### config.mk
export PLATFORM = sky130hd
export DESIGN_NAME = intc_vectored
export DESIGN_NICKNAME = d
export VERILOG_FILES = /design/src/rtl/intc_pkg.sv /design/src/rtl/intc_enable_regs.sv /design/src/rtl/intc_pending.sv /design/src/rtl/intc_prio_pick.sv /design/src/rtl/intc_vectored.sv
export SDC_FILE = /design/constraint.sdc
export NUM_CORES = 1
export LEC_CHECK = 0
export BUFFER_PORTS_ARGS = -buffer_cell sky130_fd_sc_hd__buf_4
export CORE_MARGIN = 2
export CORE_UTILIZATION = 50
export DETAILED_ROUTE_END_ITERATION = 6
export PLACE_DENSITY = 0.84
export SLEW_MARGIN = 25
export SYNTH_ARGS = -nofsm -noshare
export SYNTH_HDL_FRONTEND = slang
export SYNTH_SLANG_ARGS = --single-unit
### constraint.sdc
create_clock -name clk -period 2.86 [get_ports clk]
set_clock_uncertainty 0.2 [all_clocks]
set_input_delay 0.429 -clock clk [delete_from_list [all_inputs] [get_ports clk]]
set_output_delay 0.429 -clock clk [all_outputs]
set_load 0.005 [all_outputs]
### src/rtl/intc_pkg.sv
package intc_pkg;
  localparam int unsigned N_CORE = 4;
  localparam int unsigned N_EP   = 5;
  localparam int unsigned N_SRC  = N_CORE + N_EP;
  localparam int unsigned IDX_W  = $clog2(N_SRC);
  localparam int unsigned DATA_W = 8;

  typedef logic [N_SRC-1:0] src_vec_t;
  typedef logic [IDX_W-1:0] src_idx_t;

  // bit position of each core source's enable in the core enable register
  function automatic logic [2:0] core_bit(input int k);
    case (k)
      0:       core_bit = 3'd1;  // timer tick
      1:       core_bit = 3'd3;  // hub change
      2:       core_bit = 3'd5;  // pin edge
      default: core_bit = 3'd6;  // I2C
    endcase
  endfunction
endpackage

### src/rtl/intc_enable_regs.sv
module intc_enable_regs
  import intc_pkg::*;
#(
  parameter int unsigned AW = 8,
  parameter logic [AW-1:0] CORE_ADDR = 8'h20,
  parameter logic [AW-1:0] EP_ADDR   = 8'h21
) (
  input  logic              clk,
  input  logic              rst_n,
  input  logic              wr_en,
  input  logic [AW-1:0]     wr_addr,
  input  logic [DATA_W-1:0] wr_data,
  input  logic [AW-1:0]     rd_addr,
  output logic [DATA_W-1:0] rd_data,
  output src_vec_t          en_o
);
  logic [N_CORE-1:0] core_en_q;
  logic [N_EP-1:0]   ep_en_q;

  always_ff @(posedge clk) begin
    if (!rst_n) begin
      core_en_q <= '0;
      ep_en_q   <= '0;
    end else if (wr_en) begin
      if (wr_addr == CORE_ADDR) begin
        for (int k = 0; k < int'(N_CORE); k++)
          core_en_q[k] <= wr_data[core_bit(k)];
      end
      if (wr_addr == EP_ADDR)
        ep_en_q <= wr_data[N_EP-1:0];
    end
  end

  always_comb begin
    rd_data = '0;
    if (rd_addr == CORE_ADDR) begin
      for (int k = 0; k < int'(N_CORE); k++)
        rd_data[core_bit(k)] = core_en_q[k];
    end else if (rd_addr == EP_ADDR) begin
      rd_data[N_EP-1:0] = ep_en_q;
    end
  end

  assign en_o = {ep_en_q, core_en_q};
endmodule

### src/rtl/intc_pending.sv
module intc_pending #(
  parameter int unsigned N = 9
) (
  input  logic         clk,
  input  logic         rst_n,
  input  logic [N-1:0] set_i,
  input  logic [N-1:0] clr_i,
  output logic [N-1:0] pend_o
);
  for (genvar g = 0; g < N; g++) begin : g_flag
    logic flag_q;
    always_ff @(posedge clk) begin
      if (!rst_n)         flag_q <= 1'b0;
      else if (set_i[g])  flag_q <= 1'b1;   // a new event beats the clear
      else if (clr_i[g])  flag_q <= 1'b0;
    end
    assign pend_o[g] = flag_q;
  end
endmodule

### src/rtl/intc_prio_pick.sv
module intc_prio_pick #(
  parameter int unsigned N  = 9,
  parameter int unsigned IW = 4
) (
  input  logic [N-1:0]  req_i,
  output logic          any_o,
  output logic [IW-1:0] idx_o
);
  always_comb begin
    idx_o = '0;
    for (int i = int'(N) - 1; i >= 0; i--)
      if (req_i[i]) idx_o = IW'(i);
  end
  assign any_o = |req_i;
endmodule

### src/rtl/intc_vectored.sv
module intc_vectored
  import intc_pkg::*;
#(
  parameter int unsigned   AW        = 8,
  parameter logic [AW-1:0] CORE_ADDR = 8'h20,
  parameter logic [AW-1:0] EP_ADDR   = 8'h21,
  parameter int unsigned   VEC_W     = 8,
  parameter logic [VEC_W-1:0] VEC_BASE = 8'h04
) (
  input  logic              clk,
  input  logic              rst_n,
  input  logic [N_SRC-1:0]  evt_i,
  input  logic              wr_en_i,
  input  logic [AW-1:0]     wr_addr_i,
  input  logic [DATA_W-1:0] wr_data_i,
  input  logic [AW-1:0]     rd_addr_i,
  output logic [DATA_W-1:0] rd_data_o,
  input  logic              instr_done_i,
  input  logic              ei_i,
  input  logic              reti_i,
  output logic              req_o,
  output logic              call_o,
  output logic [VEC_W-1:0]  vec_o,
  output logic              gie_o
);
  src_vec_t   en, pend, clr;
  src_idx_t   win;
  logic       any;
  logic       gie_q, call_q, ack;
  logic [VEC_W-1:0] vec_q;

  intc_enable_regs #(.AW(AW), .CORE_ADDR(CORE_ADDR), .EP_ADDR(EP_ADDR)) u_regs (
    .clk(clk), .rst_n(rst_n), .wr_en(wr_en_i), .wr_addr(wr_addr_i),
    .wr_data(wr_data_i), .rd_addr(rd_addr_i), .rd_data(rd_data_o), .en_o(en)
  );

  intc_pending #(.N(N_SRC)) u_pend (
    .clk(clk), .rst_n(rst_n), .set_i(evt_i), .clr_i(clr), .pend_o(pend)
  );

  intc_prio_pick #(.N(N_SRC), .IW(IDX_W)) u_pick (
    .req_i(pend & en), .any_o(any), .idx_o(win)
  );

  assign ack = instr_done_i & gie_q & any;
  assign clr = ack ? (src_vec_t'(1) << win) : '0;

  always_ff @(posedge clk) begin
    if (!rst_n) begin
      gie_q  <= 1'b0;
      call_q <= 1'b0;
      vec_q  <= VEC_BASE;
    end else begin
      call_q <= ack;
      if (ack) begin
        gie_q <= 1'b0;
        vec_q <= VEC_BASE + VEC_W'({win, 1'b0});
      end else if (ei_i || reti_i) begin
        gie_q <= 1'b1;
      end
    end
  end

  assign req_o  = gie_q & any;
  assign call_o = call_q;
  assign vec_o  = vec_q;
  assign gie_o  = gie_q;
endmodule

==> summary.md, run 1 <==
| Metric | Value |
|---|---|
| Vias in the first global route | 1248 |
| Largest stage delay, worst path | 0.39 ns |
| Synthesized flop and latch total | 25 |
| Setup TNS | 0 ns |
| Global-route usage over all layers | 0.2353 |
| Crit path kind | flip-flop to output pin |
| Period utilisation layout | 0.7627 |
| Worst path depth | 4 |
| CP Launch Type | flip-flop |
| Grt ovf | 0 |
| WHS Path Cells | 3 |
| Ranking of synthesized cells by area | dfxtp_1 38%, mux2i_1 8.4%, nor2_1 5.7% |
| Mapped Cells | 148 |
| RePlAce Congestion | 0.8642 |
| Largest net degree at the start of global routing | 17 |
| Die area | 3037 sq um |
| RSZ-0062 raised after global routing | false |
| CP top delay family | compound AO/OA/AOI/OAI gates |
| Worst EP required | 2.23 ns |
| Number of routed nets with antenna violations | 0 |
| Seq/Total Area, Yosys | 0.3831 |
| Post-synth top area share | 0.3831 |
| Reg2reg path depth | 6 |
| Die H | 55.11 um |
| Post_cts resized | 0 |
| First drt pass iteration count | 4 |
| CTS clk-pin slew, worst paths | 0.13 ns |
| Final #Nets | 241 |
| Critical Path Sink Type | output pin |
| Max Cap Viol | 0 |
| Lkg Pwr | 0.8566 nW |
| FF-to-FF Start | u_pend.g_flag[5].flag_q |
| Clock root buffer | clkbuf_4 |
| Reg2reg setup slack | 0.95 ns |
| Wire per inst | 14.27 um |
| Worst skew pair latency | 0.32 ns |
| Global-route wire length before repair | 5.099 mm |
| Post-CTS Setup Bufs | 0 |
| Sink Count | 25 |
| Critical path cell sequence | a22oi_4, nand3_1, o21a_1, buf_4 |
| CP arrival | 1.55 ns |
| Min Hold Slack | 0.1164 ns |
| H-tree depth | 1 |
| Initial antenna violation count | 0 |
| Setup crit start | u_regs.core_en_q[0] |
| Total CTS buffers | 3 |
| Final Setup Violations | 0 |
| Cell Area, Synth | 1306 sq um |
| Worst-path maximum fanout | 7 |
| Top cell type by total area after synthesis | dfxtp_1 |
| Violation count after the first detailed-route iteration | 49 |
| Unique cell type count in the Yosys netlist | 40 |
| Placeable Area | 2477 sq um |
| ANT cells | 0 |
| Initial Util | 0.5273 |
| Hold/Removal Path Class | input port to flip-flop |
| Io pins | 58 |
| Asr flop ratio synth | 0 |
| Synth warnings | 0 |
| Via count | 1320 |
| Vias per cell | 5.739 |
| RR Endpoint | vec_o[4] |
| PD cells | 346.6 nW/um^2 |
| Rows | 18 |
| Die W | 55.11 um |
| Area Growth Syn to Fin | 32.28% |
| Maximum clock rate | 458.4 MHz |
| Final Critical Period | 2.181 ns |
| Final WL | 3.282 mm |
| EDFF count, synth | 0 |
| Worst slew pin tran | 0.5404 ns |
| Syn Area/Cell | 8.826 sq um |
| Clock buffer depth | 2 |
| Main flop type after synthesis | dfxtp_1 |
| Post-DP HPWL | 2.647 mm |
| Port Buffers | 52 |
| Number of buffers and inverters on the critical path | 1 |
| Final Hold Fails | 0 |
| CTS tree | built |
| Crit path max-delay cell type | dfxtp_1 |
| Hold-fix buffers, CTS | 0 |
| Worst Setup EP | req_o |
| Maximum VDD drop | 0.0002932 V |
| DRC Markers | 0 |
| Slew Limit Fails | 0 |
| Relative slew slack | 0.6393 |
| Status | finished, final reports clean |
| Share of cells above drive strength 1 | 0.3300 |
[cells in the final DEF (no fill, tap or decap), types with 2 or more instances in the layout]
cell       n
dfxtp_1   25
and3_1     5
a32o_1     2
clkbuf_4   3
o21ai_0    7
buf_4     52
inv_1      2
mux2i_1   11
nand2_1   19
conb_1     4
nor2_1    20
nor3_1     6
a21oi_1   10
and2_1     2
a31oi_1    2
nand3_1    3
a22oi_4    3
[sequential cells by signal (all words and copies together), names as in the netlist]
register / cells
call_o: 1
gie_o: 1
u_pend.g_flag.flag_q: 9
u_regs.core_en_q: 4
u_regs.ep_en_q: 5
vec_o: 5
[metal layers]
layer  part of all wire  global-route usage  vias up
met1               0.40              0.2475      607
met3              0.072             0.04301        8
met5                  0                   0        -
met2               0.51              0.4504       63
li1                   -                   -      642
met4              0.019              0.1016        0
[worst reg2reg max path, cell delays in order, from the launching register on]
cell and delay (ns):
dfxtp_1 0.37, a22oi_4 0.30, nand2_1 0.08, a21boi_0 0.28, ha_1 0.24, o41ai_2 0.09
o31a_1 0.24
[kinds of logic (layout without fill, tap and decap cells)]
group	Yosys count	count (layout)	synth area share
multiplexers	11	11	0.08429
AND/OR/NAND/NOR	65	65	0.2519
AO/OA/AOI/OAI	36	36	0.2280
buffers and inverters	9	58	0.04024
flip-flops	25	25	0.3831
adder cells (fa/ha/maj)	1	1	0.009577
other	1	4	0.002871
[Yosys cell counts (all sizes together), types with 3 or more instances]
cell and instances:
mux2i 11, a22oi 4, buf 5, a21oi 11, nor3 6, o21ai 7
and3 5, and2 4, nand2 19, dfxtp 25, nand3 3, nor2 20
[per-stage QoR]
step | area [sq um] | instances | setup slack (ns) | utilization | total power [mW]
global route | 1728 | 230 | 0.5799 | 0.6975 | 0.6213
detailed placement | 1700 | 226 | 0.7708 | 0.6864 | 0.4482
floorplan | 1318 | 151 | 1.118 | - | 0.4012
finish | 1728 | 230 | 0.6786 | 0.6975 | 0.5989
CTS | 1728 | 230 | 0.6768 | 0.6975 | 0.5984
global placement | 1700 | 226 | 0.8601 | 0.6864 | 0.4446
[report_power, final]
group	leakage (nW)	total [mW]	switching, mW	internal [mW]
Clock	0.0177	0.158	0.106	0.0524
Combinational	0.634	0.0691	0.0273	0.0418
Sequential	0.205	0.372	0.0132	0.359
[worst min-delay path by stage]
| stage | start | slack [ns] | endpoint |
|---|---|---|---|
| floorplan | vec_o[1] | 0.26 | vec_o[1] |
| global placement | vec_o[1] | 0.26 | vec_o[1] |
| detailed placement | vec_o[1] | 0.27 | vec_o[1] |
| CTS | evt_i[0] | 0.12 | u_pend.g_flag[0].flag_q |
| global route | wr_data_i[4] | 0.14 | u_regs.ep_en_q[4] |
| finish | evt_i[0] | 0.12 | u_pend.g_flag[0].flag_q |
[area by class of cell]
class                      instances  area [sq um]
multi-input combinational        117         764.5
clock inverter                     1         5.005
inverter                           2         7.507
tap                               30         37.54
sequential                        25         500.5
fill                             204         749.5
clock buffer                       3         22.52
timing repair buffer              52         390.4
No activity file was read; power rests on OpenSTA's default activity.
==> run 2: changes to the inputs <==
Settings changed: ABC_AREA from default to 1, CORE_UTILIZATION 50 to 41, PLACE_DENSITY 0.84 to 0.74.
Clock period 2.86 ns to 1.9 ns, I/O delays scaled along.
==> run 2 against run 1 <==
  * Core utilization down 8.7 points
  * Critical path depth up 3
  * Synthesized cell count up 14%
  * Clock-buffer cell count unchanged
  * Synthesized area down 2.0%
  * Critical path type unchanged
  * Critical endpoint unchanged
  * Largest power group unchanged
==> summary.md, run 2 <==
| Metric | Value |
|---|---|
| CP arrival | 1.33 ns |
| Commonest non-fill, non-tap cell in the layout | buf_4 |
| Worst-path maximum fanout | 4 |
| Critical path cell sequence | nand2_2, nand2_4, nor2_8, nand3_4, nand2_1, inv_1, buf_4 |
| Total CTS buffers | 3 |
| ANT cells | 0 |
| Port Buffers | 52 |
| Clock buffer depth | 2 |
| Period utilisation layout | 0.9546 |
| Synthesized flop and latch total | 25 |
| Max Cap Viol | 0 |
| Placeable Area | 3003 sq um |
| RR Endpoint | vec_o[3] |
| Area Growth Syn to Fin | 43.21% |
| Grt ovf | 0 |
| Largest register FFs | 9 |
| Dpl ws | 0.01034 ns |
| Main flop type after synthesis | dfxtp_1 |
| Seq/Total Area, Yosys | 0.3910 |
| Reg2reg setup slack | 0.14 ns |
| Number of routed nets with antenna violations | 0 |
| Largest stage delay, worst path | 0.35 ns |
| Crit path max-delay cell type | dfxtp_1 |
| Rows | 20 |
| Final WL | 2.807 mm |
| CP top delay family | simple AND/OR/NAND/NOR gates |
| CTS tree | built |
| Total Power | 0.9034 mW |
| Critical Path Sink Type | output pin |
| Io pins | 58 |
| FF-to-FF Start | u_regs.ep_en_q[1] |
| PD cells | 492.8 nW/um^2 |
| Via count | 1284 |
| Violation count after the first detailed-route iteration | 20 |
| Vias in the first global route | 1190 |
| Asr flop ratio synth | 0 |
| Cell Area, Synth | 1280 sq um |
| Final Critical Period | 1.814 ns |
| Worst Setup EP | req_o |
| Top post-synthesis cells by count | 26 x inv_1, 26 x nand2_1, 25 x dfxtp_1 |
| EDFF count, synth | 0 |
| Ranking of synthesized cells by area | dfxtp_1 39%, inv_1 7.6%, nand2_1 7.6% |
| Multi-input gate area in the final layout | 649.4 sq um |
| Maximum VDD drop | 0.0003337 V |
| Unique cell type count in the Yosys netlist | 31 |
| RePlAce Congestion | 0.7853 |
| Vias per cell | 4.791 |
| Reg2reg path depth | 9 |
| Area after DPL | 1704 sq um |
| Top cell type by total area after synthesis | dfxtp_1 |
| Global-route usage over all layers | 0.1696 |
| Syn Area/Cell | 7.574 sq um |
| RSZ-0062 raised after global routing | false |
| CP Launch Type | flip-flop |
| Worst skew pair latency | 0.32 ns |
| Sink Count | 25 |
| DRC Markers | 0 |
| Largest net degree at the start of global routing | 15 |
| Final Setup Violations | 0 |
| Worst path depth | 7 |
| Crit path kind | flip-flop to output pin |
| Min Hold Slack | 0.007383 ns |
| CTS clk-pin slew, worst paths | 0.13 ns |
| Setup TNS | 0 ns |
| Number of buffers and inverters on the critical path | 2 |
| Die H | 59.88 um |
| Share of cells above drive strength 1 | 0.3660 |
| Final Hold Fails | 0 |
| Most frequent cells in the layout | 57 x buf_4, 26 x inv_1, 25 x nand2_1, 25 x dfxtp_1, 18 x a21oi_1 |
| Mapped Cells | 169 |
| Register Area | 500.5 sq um |
| First drt pass iteration count | 4 |
| Die W | 59.88 um |
| Slew Limit Fails | 0 |
| Worst EP required | 1.41 ns |
| H-tree depth | 1 |
| Reg with most FFs | u_pend.g_flag.flag_q |
| Wire per inst | 10.47 um |
| Synth warnings | 0 |
| Status | finished, final reports clean |
| Final #Nets | 276 |
| Initial Util | 0.4263 |
| Global-route wire length before repair | 4.698 mm |
| Filler cells | 304 |
| Post-route cell area | 1833 sq um |
| Post-synth top area share | 0.3910 |
| Hold/Removal Path Class | input port to flip-flop |
| Worst setup margin | 0.08621 ns |
| Die area | 3585 sq um |
| Initial antenna violation count | 0 |
| Post-DP HPWL | 2.168 mm |
| Clock root buffer | clkbuf_4 |
| Maximum clock rate | 551.3 MHz |
| Setup crit start | u_pend.g_flag[0].flag_q |
| Lkg Pwr | 0.8904 nW |
## run 2: routing by layer
metal	routed length, um	GRT usage	vias up	part of all wire
met3	126	0.03247	4	0.045
met1	1284	0.2077	571	0.46
li1	-	-	671	-
met2	1365	0.3012	38	0.49
met4	29	0.04444	0	0.010
met5	0	0	-	0
## run 2: how the worst min path moves through the flow
stage / start / endpoint / slack [ns] / cells after the start
4_1_cts: evt_i[3] / u_pend.g_flag[3].flag_q / 0.002 / 3
2_1_floorplan: evt_i[5] / u_pend.g_flag[5].flag_q / 0.20 / 2
5_1_grt: evt_i[8] / u_pend.g_flag[8].flag_q / 0.01 / 3
3_5_place_dp: vec_o[5] / vec_o[5] / 0.22 / 2
3_3_place_gp: vec_o[5] / vec_o[5] / 0.22 / 2
6_report: evt_i[6] / u_pend.g_flag[6].flag_q / 0.007 / 3
## run 2: cells by family after synthesis
family | after synthesis | synth area share
adder cells (fa/ha/maj) | 1 | 0.009774
AO/OA/AOI/OAI | 35 | 0.1535
flip-flops | 25 | 0.3910
other | 1 | 0.002930
buffers and inverters | 36 | 0.1173
AND/OR/NAND/NOR | 70 | 0.3187
XOR/XNOR | 1 | 0.006844
## run 2: through the flow
stage / utilization / cells
5_1_grt: 0.6104 / 268
3_5_place_dp: 0.5675 / 254
6_report: 0.6104 / 268
4_1_cts: 0.5967 / 264
2_1_floorplan: - / 172
3_3_place_gp: 0.5675 / 254
## run 2: area by class of cell
class,count,area share
clock buffers,3,0.01229
inverters,31,0.06348
clock inverters,1,0.002730
multi-input cells,111,0.3543
well taps,33,0.02253
repair buffers,64,0.2717
flip-flops and latches,25,0.2730
## run 2: what timing repair did
action	4_1_cts	5_1_grt
hold buffers	6	1
setup endpoints to repair	0	5
endpoints found under the hold margin	5	1
resized for setup	0	2
buffers inserted	0	3
## run 2: where the power goes
group	switching (mW)	internal, mW	total, mW
combinational	0.0457	0.0763	0.122
clock	0.153	0.0788	0.232
sequential	0.00919	0.540	0.549
## run 2: worst register-to-register path, stage by stage (launching register included)
cell	delay [ns]
dfxtp_1	0.34
nand2_1	0.09
nand2_2	0.09
nor2_4	0.16
buf_4	0.13
inv_2	0.03
nand2_1	0.08
inv_1	0.05
ha_1	0.27
a22o_1	0.23
==> run 3: changes to the inputs <==
Settings changed: CORE_UTILIZATION 41 to 40, PLACE_DENSITY 0.74 to 0.73, SLEW_MARGIN 25 to 5.
==> run 3 against run 2 <==
  * Routed wire length decreased by 6.2%
  * Cell count increased by 3.4%
  * Critical path type unchanged
  * Sequential power about the same
  * Maximum frequency increased by 0.42%
  * Global-route usage decreased by 1.9 points
  * Clock power about the same
  * Critical path depth unchanged
  * Non-clock buffer count decreased by 2
==> summary.md, run 3 (same netlist as run 2, synthesis figures left out) <==
| Metric | Value |
|---|---|
| Crit path kind | flip-flop to output pin |
| Post-DP HPWL | 2.137 mm |
| Hold EP | u_pend.g_flag[8].flag_q |
| Critical path cell sequence | nand2_1, nand2_4, nor2_8, nand3_4, nand2_1, inv_1, buf_4 |
| RR Endpoint | vec_o[3] |
| RePlAce Congestion | 0.7781 |
| ANT cells | 0 |
| Global-route usage over all layers | 0.1506 |
| Grt ovf | 0 |
| Vias per cell | 4.451 |
| Io pins | 58 |
| Crit path max-delay cell type | dfxtp_1 |
| Post-route cell area | 1824 sq um |
| Violation count after the first detailed-route iteration | 33 |
| Logic pwr share | 0.130 |
| Reg2reg setup slack | 0.18 ns |
| Status | finished, final reports clean |
| Number of buffers and inverters on the critical path | 2 |
| Wire per inst | 9.505 um |
| First drt pass iteration count | 4 |
| Post-Place Cells | 265 |
| Die H | 60.57 um |
| Die W | 60.57 um |
| PD cells | 490.1 nW/um^2 |
| Hold Startpoint | evt_i[8] |
| Worst skew pair latency | 0.31 ns |
| CP Launch Type | flip-flop |
| Area after DPL | 1718 sq um |
| Critical Path Sink Type | output pin |
| Lkg Pwr | 0.8787 nW |
| DRC Markers | 0 |
| Final WL | 2.633 mm |
| CTS tree | built |
| Largest net degree at the start of global routing | 14 |
| WHS Path Cells | 3 |
| Via count | 1233 |
| CP top delay family | simple AND/OR/NAND/NOR gates |
| Finished Core Util | 0.5975 |
| Final #Nets | 274 |
| Sink Count | 25 |
| FF-to-FF Start | u_regs.core_en_q[0] |
| Setup crit start | u_regs.core_en_q[1] |
| Register share of total power | 0.614 |
| Final Non-Filler Cells | 277 |
| Initial antenna violation count | 0 |
| Vias in the first global route | 1090 |
| Maximum VDD drop | 0.0003249 V |
| Port Buffers | 52 |
| Number of routed nets with antenna violations | 0 |
| Initial Util | 0.4193 |
| Slew Limit Fails | 0 |
| Period utilisation layout | 0.9506 |
| Max Cap Viol | 0 |
| Worst-path maximum fanout | 3 |
| Worst EP required | 1.41 ns |
| Most frequent cells in the layout | 57 x buf_4, 26 x inv_1, 26 x nand2_1 |
| Die area | 3669 sq um |
| CTS clk-pin slew, worst paths | 0.13 ns |
| Filler cells | 330 |
| Commonest non-fill, non-tap cell in the layout | buf_4 |
| H-tree depth | 1 |
| Global-route wire length before repair | 4.271 mm |
| Crit-path most repeated cell | nand2_1 |
| Clock root buffer | clkbuf_4 |
| P_int | 0.6957 mW |
| Total CTS buffers | 3 |
| Hold/Removal Path Class | input port to flip-flop |
| Clock buffer depth | 2 |
| Share of cells above drive strength 1 | 0.3648 |
| Total Power | 0.8941 mW |
| Maximum clock rate | 553.7 MHz |
| Largest stage delay, worst path | 0.34 ns |
| Reg with most FFs | u_pend.g_flag.flag_q |
| Largest register FFs | 9 |
| Setup TNS | 0 ns |
| Clock share of power | 0.256 |
| Rows | 20 |
| NetSw | 0.1984 mW |
| CP arrival | 1.32 ns |
| Area Growth Syn to Fin | 42.52% |
| Final Hold Fails | 0 |
| Final Setup Violations | 0 |
| Final Critical Period | 1.806 ns |
| Reg2reg path depth | 8 |
| Placeable Area | 3053 sq um |
| Switching share of total power | 0.2219 |
-- run 3: changes by cell type in the layout (fill, tap and decap cells not counted) --
cell           before  now
clkbuf_1            0    1
clkinv_2            1    0
dfxtp_1            25   24
dfxtp_2             0    1
dlygate4sd3_1       7    5
nand2_1            25   26
nand2_2             8    7
-- run 3: worst max-delay path by stage --
stage / to / cells past startpoint
after floorplan: vec_o[3] / 6
after global placement: rd_data_o[1] / 5
after detailed placement: rd_data_o[1] / 5
after CTS: rd_data_o[1] / 5
after global routing: req_o / 7
final: req_o / 7
-- run 3: per-stage QoR --
stage	setup WS, ns	hold slack (ns)
final	0.09381	0.01060
after global routing	-0.001131	0.003131
after CTS	0.05477	0.004784
after detailed placement	0.05891	0.2256
after global placement	0.04438	0.2156
after floorplan	0.3504	0.2024
-- run 3: worst register-to-register path, delay by kind of cell, from the launching register on --
family	cells	cell delay (ns)
buf+inv	2	0.18
fa+ha+maj	1	0.26
simple gates	4	0.38
compound gates	1	0.23
flops	1	0.38
-- run 3: what timing repair did --
action / 4_1_cts / 5_1_grt
endpoints found under the setup margin: 0 / 4
hold buffers: 4 / 1
hold endpoints to repair: 3 / 1
buffers inserted: 0 / 3
resized for setup: 0 / 2
-- run 3: routing by layer --
metal  vias to the layer above  routed length [um]  track usage
li1                        666                   -            -
met1                       535                1182       0.1919
met2                        32                1318       0.2688
met3                         0                 131      0.03198
met4                         0                   0      0.01863
met5                         -                   0            0
-- run 3: power by group through the flow --
stage | clock, mW | combinational [mW] | sequential, mW
finish | 0.229 | 0.116 | 0.549
global route | 0.256 | 0.130 | 0.552
CTS | 0.236 | 0.115 | 0.549
detailed placement | 0 | 0.108 | 0.561
global placement | 0 | 0.106 | 0.560
floorplan | 0 | 0.0430 | 0.559
-- run 3: layout make-up --
class,instances,area [sq um],area share
multi-input combinational,111,646.9,0.3546
sequential,25,501.7,0.2750
timing repair buffer,62,478.0,0.2620
inverter,31,116.4,0.06379
tap,44,55.05,0.03018
clock buffer,4,26.28,0.01440
